$ cat src/rtl/tx_steer.sv
module tx_steer #(
  parameter int AW   = 32,
  parameter int DW   = 32,
  parameter int NENT = 8
) (
  input  logic          clk,
  input  logic          rst_n,
  input  logic          in_valid,
  output logic          in_ready,
  input  logic [AW-1:0] in_addr,
  input  logic [DW-1:0] in_data,
  input  logic [1:0]    in_class,
  input  logic          in_win_open,
  input  logic          cmd_ins,
  input  logic          cmd_del,
  input  logic [AW-1:0] cmd_addr,
  output logic          pq_wr,
  input  logic          pq_full,
  output logic [AW-1:0] pq_addr,
  output logic [DW-1:0] pq_data,
  output logic          bq_wr,
  input  logic          bq_full,
  output logic [AW-1:0] bq_addr,
  output logic [DW-1:0] bq_data,
  output logic          ins_overflow
);

  localparam logic [1:0] CLS_IND  = 2'b00;
  localparam logic [1:0] CLS_COND = 2'b10;

  logic [NENT-1:0] vld;
  logic [AW-1:0]   tag [NENT];
  logic [NENT-1:0] look_hit, cmd_hit, free_oh;
  logic            is_pri, sel_full, fwd, do_ins;

  for (genvar g = 0; g < NENT; g++) begin : g_cam
    assign look_hit[g] = vld[g] && (tag[g] == in_addr);
    assign cmd_hit[g]  = vld[g] && (tag[g] == cmd_addr);
  end

  assign free_oh = ~vld & (vld + NENT'(1));
  assign do_ins  = cmd_ins && !cmd_del && !(|cmd_hit);

  always_ff @(posedge clk or negedge rst_n) begin
    if (!rst_n) begin
      vld          <= '0;
      ins_overflow <= 1'b0;
    end else if (cmd_del) begin
      vld <= vld & ~cmd_hit;
    end else if (do_ins) begin
      if (|free_oh) vld <= vld | free_oh;
      else          ins_overflow <= 1'b1;
    end
  end

  always_ff @(posedge clk) begin
    for (int i = 0; i < NENT; i++)
      if (do_ins && free_oh[i]) tag[i] <= cmd_addr;
  end

  assign is_pri   = (in_class == CLS_IND) || ((in_class == CLS_COND) && (|look_hit));
  assign sel_full = is_pri ? pq_full : bq_full;
  assign in_ready = !in_win_open || !sel_full;
  assign fwd      = in_valid && in_win_open && !sel_full;

  assign pq_wr   = fwd && is_pri;
  assign bq_wr   = fwd && !is_pri;
  assign pq_addr = in_addr;
  assign pq_data = in_data;
  assign bq_addr = in_addr;
  assign bq_data = in_data;

endmodule

$ cat config.mk
export PLATFORM = sky130hd
export DESIGN_NAME = tx_steer
export DESIGN_NICKNAME = d
export VERILOG_FILES = /design/src/rtl/tx_steer.sv
export SDC_FILE = /design/constraint.sdc
export NUM_CORES = 1
export LEC_CHECK = 0
export ABC_AREA = 1
export ABC_CLOCK_PERIOD_IN_PS = 4200
export BUFFER_PORTS_ARGS = -buffer_cell sky130_fd_sc_hd__buf_2
export CORE_UTILIZATION = 30
export CTS_CLUSTER_SIZE = 30
export DETAILED_ROUTE_END_ITERATION = 10
export HOLD_SLACK_MARGIN = 0.08
export REMOVE_ABC_BUFFERS = 1
export SYNTH_ARGS = -nofsm -noshare
export SYNTH_HDL_FRONTEND = slang
export SYNTH_SLANG_ARGS = --single-unit
$ cat constraint.sdc
create_clock -name clk -period 4.2 [get_ports clk]
set_input_delay 0 -clock clk [delete_from_list [all_inputs] [get_ports clk]]
set_output_delay 0 -clock clk [all_outputs]
set_load 0.1 [all_outputs]
==> results of run 1 <==
[state kept, by name (all words and copies together) (netlist names)]
| register | count |
|---|---|
| vld | 8 |
| ins_overflow | 1 |
| tag | 256 |
[layer usage]
metal  part of all wire (%)  vias to the layer above  GRT usage (%)
met2                     44                      782           42.0
li1                       -                     6346              -
met1                     44                     7086           39.3
met4                    3.2                        2           9.11
met3                    9.1                      102           4.71
met5                  0.016                        -              0
[synthesized netlist by cell type (2+ instances only)]
cell type and n:
clkinv_1 3, inv_2 26, nor2_1 193, nor2_4 3, nand3_1 63, or2_2 3
a21oi_1 7, edfxtp_1 256, o221ai_1 3, dfrtp_1 9, nand4_1 30, nand2_1 639
buf_4 163, nand2_2 2, o22ai_1 23, xnor2_1 265, o21bai_1 2, buf_2 28
nor2_2 3, inv_1 176, nor3_1 9, nor3_2 4, o21ai_0 64, xor2_1 17
or2_0 3, o211ai_1 2
[timing repair]
| action | 4_1_cts | 5_1_grt |
|---|---|---|
| setup endpoints to repair | 0 | 0 |
| endpoints found under the hold margin | 335 | 0 |
| hold buffers | 68 | 0 |
| setup buffers | 0 | 0 |
[through the flow]
stage / total power, mW / std cells / util, % / hold slack (ps)
2_1_floorplan: 3.49 / 1811 / - / -296
5_1_grt: 7.70 / 2840 / 35.1 / 185
6_report: 7.52 / 2840 / 35.1 / 185
4_1_cts: 7.52 / 2840 / 35.1 / 185
3_5_place_dp: 4.26 / 2712 / 31.3 / -133
3_3_place_gp: 4.27 / 2712 / 31.3 / -136
[worst min-delay path by stage]
stage | to | slack, ps | depth (start not counted)
2_1_floorplan | ins_overflow$_DFFE_PN0P_ | -300 | 0
3_3_place_gp | ins_overflow$_DFFE_PN0P_ | -140 | 1
3_5_place_dp | vld[3]$_DFFE_PN0P_ | -130 | 1
4_1_cts | bq_data[0] | 190 | 1
5_1_grt | bq_data[15] | 190 | 1
6_report | bq_data[0] | 190 | 1
[layout make-up]
type / count / area (µm²)
Inverter: 205 / 769
Timing Repair Buffer: 221 / 1820
Clock buffer: 46 / 960
Sequential cell: 265 / 7910
Multi-Input combinational cell: 1341 / 6960
Tap cell: 748 / 936
Clock inverter: 14 / 109
Fill cell: 5800 / 36100
[worst max-delay path: stages, from the launching register on]
cell,delay (ps)
dfrtp_1,530
inv_1,140
a21oi_1,520
nand2_1,110
nor2_1,120
nand2_1,220
nor2_1,280
nand3_1,110
nand2_1,70
nor2_1,40
nand3_1,90
nand3_1,100
nor2_1,100
buf_2,430
[power groups by stage]
stage	Sequential [mW]	Combinational, mW	Clock [mW]
3_3_place_gp	3.09	1.17	0
5_1_grt	3.04	1.60	3.05
3_5_place_dp	3.09	1.17	0
2_1_floorplan	3.06	0.425	0
4_1_cts	3.04	1.53	2.95
6_report	3.04	1.55	2.93
[cell families after synthesis]
| kind of cell | after synthesis |
|---|---|
| AND/OR/NAND/NOR | 956 |
| AO/OA/AOI/OAI | 103 |
| buffers and inverters | 399 |
| flip-flops | 265 |
| XOR/XNOR | 282 |
==> flow_summary_export.csv, run 1 <==
group,metric,value,unit
status,outcome,"completed",
job,drv_cap,0,
layout,final_layout_size_suffix_gt1_share,13.1,%
synth,syn_avg_cell_area,8.47,µm²
synth,synth_compound_area_share,3.35,%
synth,synth-seq-cells,265,
routing,vias,14300,
pwr,power_density,386,mW/mm²
synth,yosysWarnings,0,
worst_setup_path,r2r_slack,860,ps
synth,synth_cells,2005,
global_route,grt_overflow,0,
worst_setup_path,cp-endpoint,"pq_wr",
placed_design,place.detailed.hpwl,59.7,mm
pwr,sw_frac_of_total,32.9,%
sta,skew,19.4,ps
cts,insertion_delay,560,ps
routing,dr.first_iter.drc_count,1674,
synth,synth_top_family_by_area,"simple AND/OR/NAND/NOR gates",
pwr,pwr-share-clk,39.0,%
cts,cts_tree,"built",
sta,maxSlewViolCount,0,
layout,final_cell_mix,"nand2_1 (639), xnor2_1 (265), edfxtp_1 (256)",
synth,ys_seq_area_share,46.6,%
sta,hold_viol_final,0,
routing,firstDrtPassIters,6,
worst_setup_path,r2r_end,"tag[1][112]$_DFFE_PP_",
global_route,grt_antenna_before_repair,3,
placed_design,gp_congestion,1.04,
routing,vias_per_cell,5.04,
cts,cts_buffers,35,
worst_setup_path,critPathCaptureType,"output pin",
synth,netlist_area,0.0170,mm²
sta,tightest_slew,846,ps
floorplan,die_area,0.0576,mm²
pwr,p_int,5.04,mW
floorplan,fp.dieH,240,µm
global_route,grt_pass1_wl,108,mm
placed_design,portBuffers,141,
worst_setup_path,path_class,"flip-flop to output pin",
sta,fin_crit,3420,ps
min_path,worstHoldPathType,"input pin to output pin",
synth,synth_mux_area_share,0,%
synth,synth-async-reset-ratio,3.40,%
cts,root_buffer,"clkbuf_16",
cts,path_clk_slew,50,ps
cts,clock-sinks,265,
pwr,leakage,7.74,nW
placed_design,dp_slack,891,ps
layout,nNetsFinal,2175,
cts,htree_num_levels,2,
synth,synth_top_area_share,45.3,%
cts,ctsResizeCount,0,
synth,synth_area_leaders,"edfxtp_1 (45%), nand2_1 (14%), xnor2_1 (14%), buf_4 (7.2%), nor2_1 (4.3%)",
synth,synth_cell_types,35,
worst_setup_path,crit_path_start,"vld[2]$_DFFE_PN0P_",
layout,stdcell_area,0.0195,mm²
layout,area_growth,14.7,%
layout,final_common_cell,"nand2_1",
layout,antennaDiodeCount,0,
pwr,power.switching,2.47,mW
cts,clock_path_buffers,3,
global_route,grt_pass1_vias,13200,
pwr,pwr-share-comb,20.6,%
routing,drcViolationCount,0,
sta,rsz0062_at_grt,"false",
sta,period_share,81.4,%
worst_setup_path,crit-reg2reg-launch,"tag[1][59]$_DFFE_PP_",
min_path,min_from,"in_data[0]",
synth,synth_edf_count,256,
routing,wirelength,79.6,mm
routing,drtAntennaViolNets,0,
routing,wire_per_inst,28.0,µm
worst_setup_path,start_kind,"flip-flop",
worst_setup_path,cp.arrival,3420,ps
synth,synth-main-ff-cell,"edfxtp_1",
sta,fin_setup_tns,0,ps
sta,layout_setup_ws,781,ps
sta,max_freq,292,MHz
floorplan,die_w,240,µm
worst_setup_path,required,4200,ps
synth,synth_top_cell_by_area,"edfxtp_1",
floorplan,rows,86,
floorplan,ios,238,
floorplan,initial_core_util,30.6,%
pwr,max-vdd-ir-drop,0.309,mV
sta,setup_violations,0,
worst_setup_path,ff2ff_path_depth,12,
global_route,grt_max_degree,33,
pwr,p_seq_share,40.5,%
floorplan,coreArea,0.0555,mm²
synth,yosys.area_share.simple,22.8,%
synth,synth_xor_area_share,14.5,%
placed_design,place_area,0.0174,mm²
sta,slew_headroom,43.0,%
synth,synth-adder-area-share,0,%
global_route,grt_use_total,27.6,%
worst_setup_path,cp_max_fo,6,
No activity file was read; power rests on OpenSTA's default activity.
==> inputs of run 2 (changes only) <==
--- a/config.mk
+++ b/config.mk
@@ -6,7 +6,7 @@
 export NUM_CORES = 1
 export LEC_CHECK = 0
 export ABC_AREA = 1
-export ABC_CLOCK_PERIOD_IN_PS = 4200
+export ABC_CLOCK_PERIOD_IN_PS = 2800
 export BUFFER_PORTS_ARGS = -buffer_cell sky130_fd_sc_hd__buf_2
 export CORE_UTILIZATION = 30
 export CTS_CLUSTER_SIZE = 30
==> constraint.sdc (replaced) <==
create_clock -name clk -period 2.8 [get_ports clk]
set_input_delay 0 -clock clk [delete_from_list [all_inputs] [get_ports clk]]
set_output_delay 0 -clock clk [all_outputs]
set_load 0.1 [all_outputs]
==> run 2 against run 1 <==
Against the previous run:
- the flow now finishes with violations (negative setup slack)
- global-route usage up 0.12 points
- via count up 6.0%
- total power up 54%
- register-to-register slack worse by 890 ps
- die area unchanged
- largest cell class unchanged
- wire length up 0.58%
- setup slack worse by 810 ps
==> flow_summary_export.csv, run 2 (same netlist as run 1, synthesis figures left out) <==
group,metric,value,unit
floorplan,die_area,0.0576,mm²
sta,layout_setup_ws,-29.3,ps
routing,firstDrtPassIters,9,
global_route,grt_pass1_vias,14100,
status,violations,"negative setup slack",
routing,wirelength,80.0,mm
sta,hold_viol_final,0,
min_path,worstHoldPathType,"input pin to flip-flop",
floorplan,rows,86,
floorplan,fp.dieH,240,µm
cts,clock-sinks,265,
floorplan,die_w,240,µm
sta,setup_violations,17,
worst_setup_path,required,2960,ps
placed_design,place.detailed.hpwl,62.7,mm
worst_setup_path,critPathCaptureType,"flip-flop",
sta,fin_crit,2830,ps
routing,drcViolationCount,0,
global_route,grt_pass1_wl,109,mm
floorplan,initial_core_util,30.6,%
worst_setup_path,r2r_end,"tag[0][13]$_DFFE_PP_",
layout,antennaDiodeCount,0,
global_route,grt_max_degree,33,
min_path,whs_path_depth,8,
sta,maxSlewViolCount,0,
sta,skew,15.1,ps
cts,htree_num_levels,2,
routing,dr.first_iter.drc_count,1877,
layout,area_growth,27.5,%
cts,insertion_delay,560,ps
cts,root_buffer,"clkbuf_16",
layout,final_cell_mix,"nand2_1 (620), xnor2_1 (260), edfxtp_1 (256)",
status,outcome,"finished, violations left",
layout,fill_cells,5673,
global_route,grt_antenna_before_repair,1,
layout,largest_reg_flops,256,
min_path,hold_end,"vld[0]$_DFFE_PN0P_",
layout,largest_register,"tag",
layout,final_layout_size_suffix_gt1_share,24.1,%
worst_setup_path,start_kind,"flip-flop",
cts,cts_tree,"built",
sta,tightest_slew,1170,ps
layout,reg.largest.list,"tag x256, vld x8, ins_overflow x1",
cts,clock_path_buffers,3,
worst_setup_path,crit-reg2reg-launch,"tag[1][123]$_DFFE_PP_",
sta,rsz0062_at_grt,"true",
placed_design,dpl.cell_count,2930,
layout,stdcell_count,3060,
cts,path_clk_slew,60,ps
worst_setup_path,cp_max_fo,32,
routing,wire_per_inst,26.2,µm
worst_setup_path,ff2ff_path_depth,10,
layout,nNetsFinal,2396,
min_path,min_from,"cmd_ins",
pwr,max-vdd-ir-drop,0.492,mV
pwr,power_density,535,mW/mm²
global_route,grt_overflow,0,
sta,slew_headroom,21.7,%
placed_design,portBuffers,141,
sta,max_freq,353,MHz
sta,period_share,101,%
routing,vias,15200,
placed_design,dp_slack,-38.3,ps
worst_setup_path,cp.arrival,2990,ps
worst_setup_path,r2r_slack,-30,ps
job,drv_cap,0,
layout,final_common_cell,"nand2_1",
worst_setup_path,path_class,"flip-flop to flip-flop",
floorplan,coreArea,0.0555,mm²
routing,drtAntennaViolNets,0,
global_route,grt_use_total,27.7,%
pwr,leakage,8.96,nW
cts,cts_buffers,35,
placed_design,gp_congestion,1.01,
floorplan,ios,238,
routing,vias_per_cell,4.96,
-- run 2: cell types whose count changed in the layout (fill, tap and decap cells not counted), moves of 16 or more --
cell     change
buf_12      +22
nand2_2     +18
nor2_2      +16
nor2_1      -22
nand2_1     -19
buf_4      +202
-- run 2: worst max-delay path, stage by stage (launching register included) --
cell	delay (ps)
edfxtp_1	430
xnor2_1	170
nand2_1	220
nor2_1	120
nand2_1	90
nor2_2	80
nand3_1	80
nand2_1	70
nor2_2	120
nand3_2	120
nor2_4	880
-- run 2: power breakdown --
part           total (mW)  internal (mW)  switching, mW
Combinational        2.59          0.734           1.85
Clock                4.46           2.62           1.84
Sequential           4.53           4.45         0.0879
Total                11.6           7.80           3.78
-- run 2: what timing repair did --
| item | CTS | global route |
|---|---|---|
| setup buffers | 2 | 4 |
| endpoints found under the setup margin | 145 | 263 |
| hold buffers | 66 | 0 |
| gates resized for setup | 28 | 46 |
| pin swaps | 2 | 16 |
| endpoints found under the hold margin | 313 | 0 |
-- run 2: worst max-delay path by stage --
stage | startpoint | cells after the start | endpoint
3_3_place_gp | cmd_addr[4] | 15 | tag[1][103]$_DFFE_PP_
3_5_place_dp | tag[0][92]$_DFFE_PP_ | 10 | tag[0][17]$_DFFE_PP_
6_report | tag[1][123]$_DFFE_PP_ | 10 | tag[0][13]$_DFFE_PP_
5_1_grt | tag[1][106]$_DFFE_PP_ | 10 | tag[0][3]$_DFFE_PP_
2_1_floorplan | tag[1][80]$_DFFE_PP_ | 13 | tag[1][64]$_DFFE_PP_
4_1_cts | tag[1][103]$_DFFE_PP_ | 12 | tag[1][103]$_DFFE_PP_
-- run 2: through the flow --
step	power, mW	hold slack (ps)	TNS (ps)	utilization, %	area (µm²)
3_5_place_dp	6.61	-133	-2520	34.8	19300
5_1_grt	11.8	134	-1410	39.0	21600
2_1_floorplan	5.23	-296	-84190	-	15600
6_report	11.6	130	-327	39.0	21600
4_1_cts	11.5	118	0	38.7	21500
3_3_place_gp	6.60	-128	-14040	34.8	19300
-- run 2: layer usage --
metal	up-vias	routed length, µm	track usage (%)
li1	6784	-	-
met1	7364	33900	38.3
met2	894	33900	40.8
met3	140	8370	6.21
met4	2	3810	12.7
met5	-	46	0.606
-- run 2: cell type report --
class	instances	area (µm²)	area share [%]
flip-flops and latches	265	7910	36.6
well taps	748	936	4.32
repair buffers	442	3770	17.4
clock buffers	49	981	4.53
clock inverters	10	98.8	0.457
multi-input cells	1341	7180	33.2
inverters	205	769	3.55
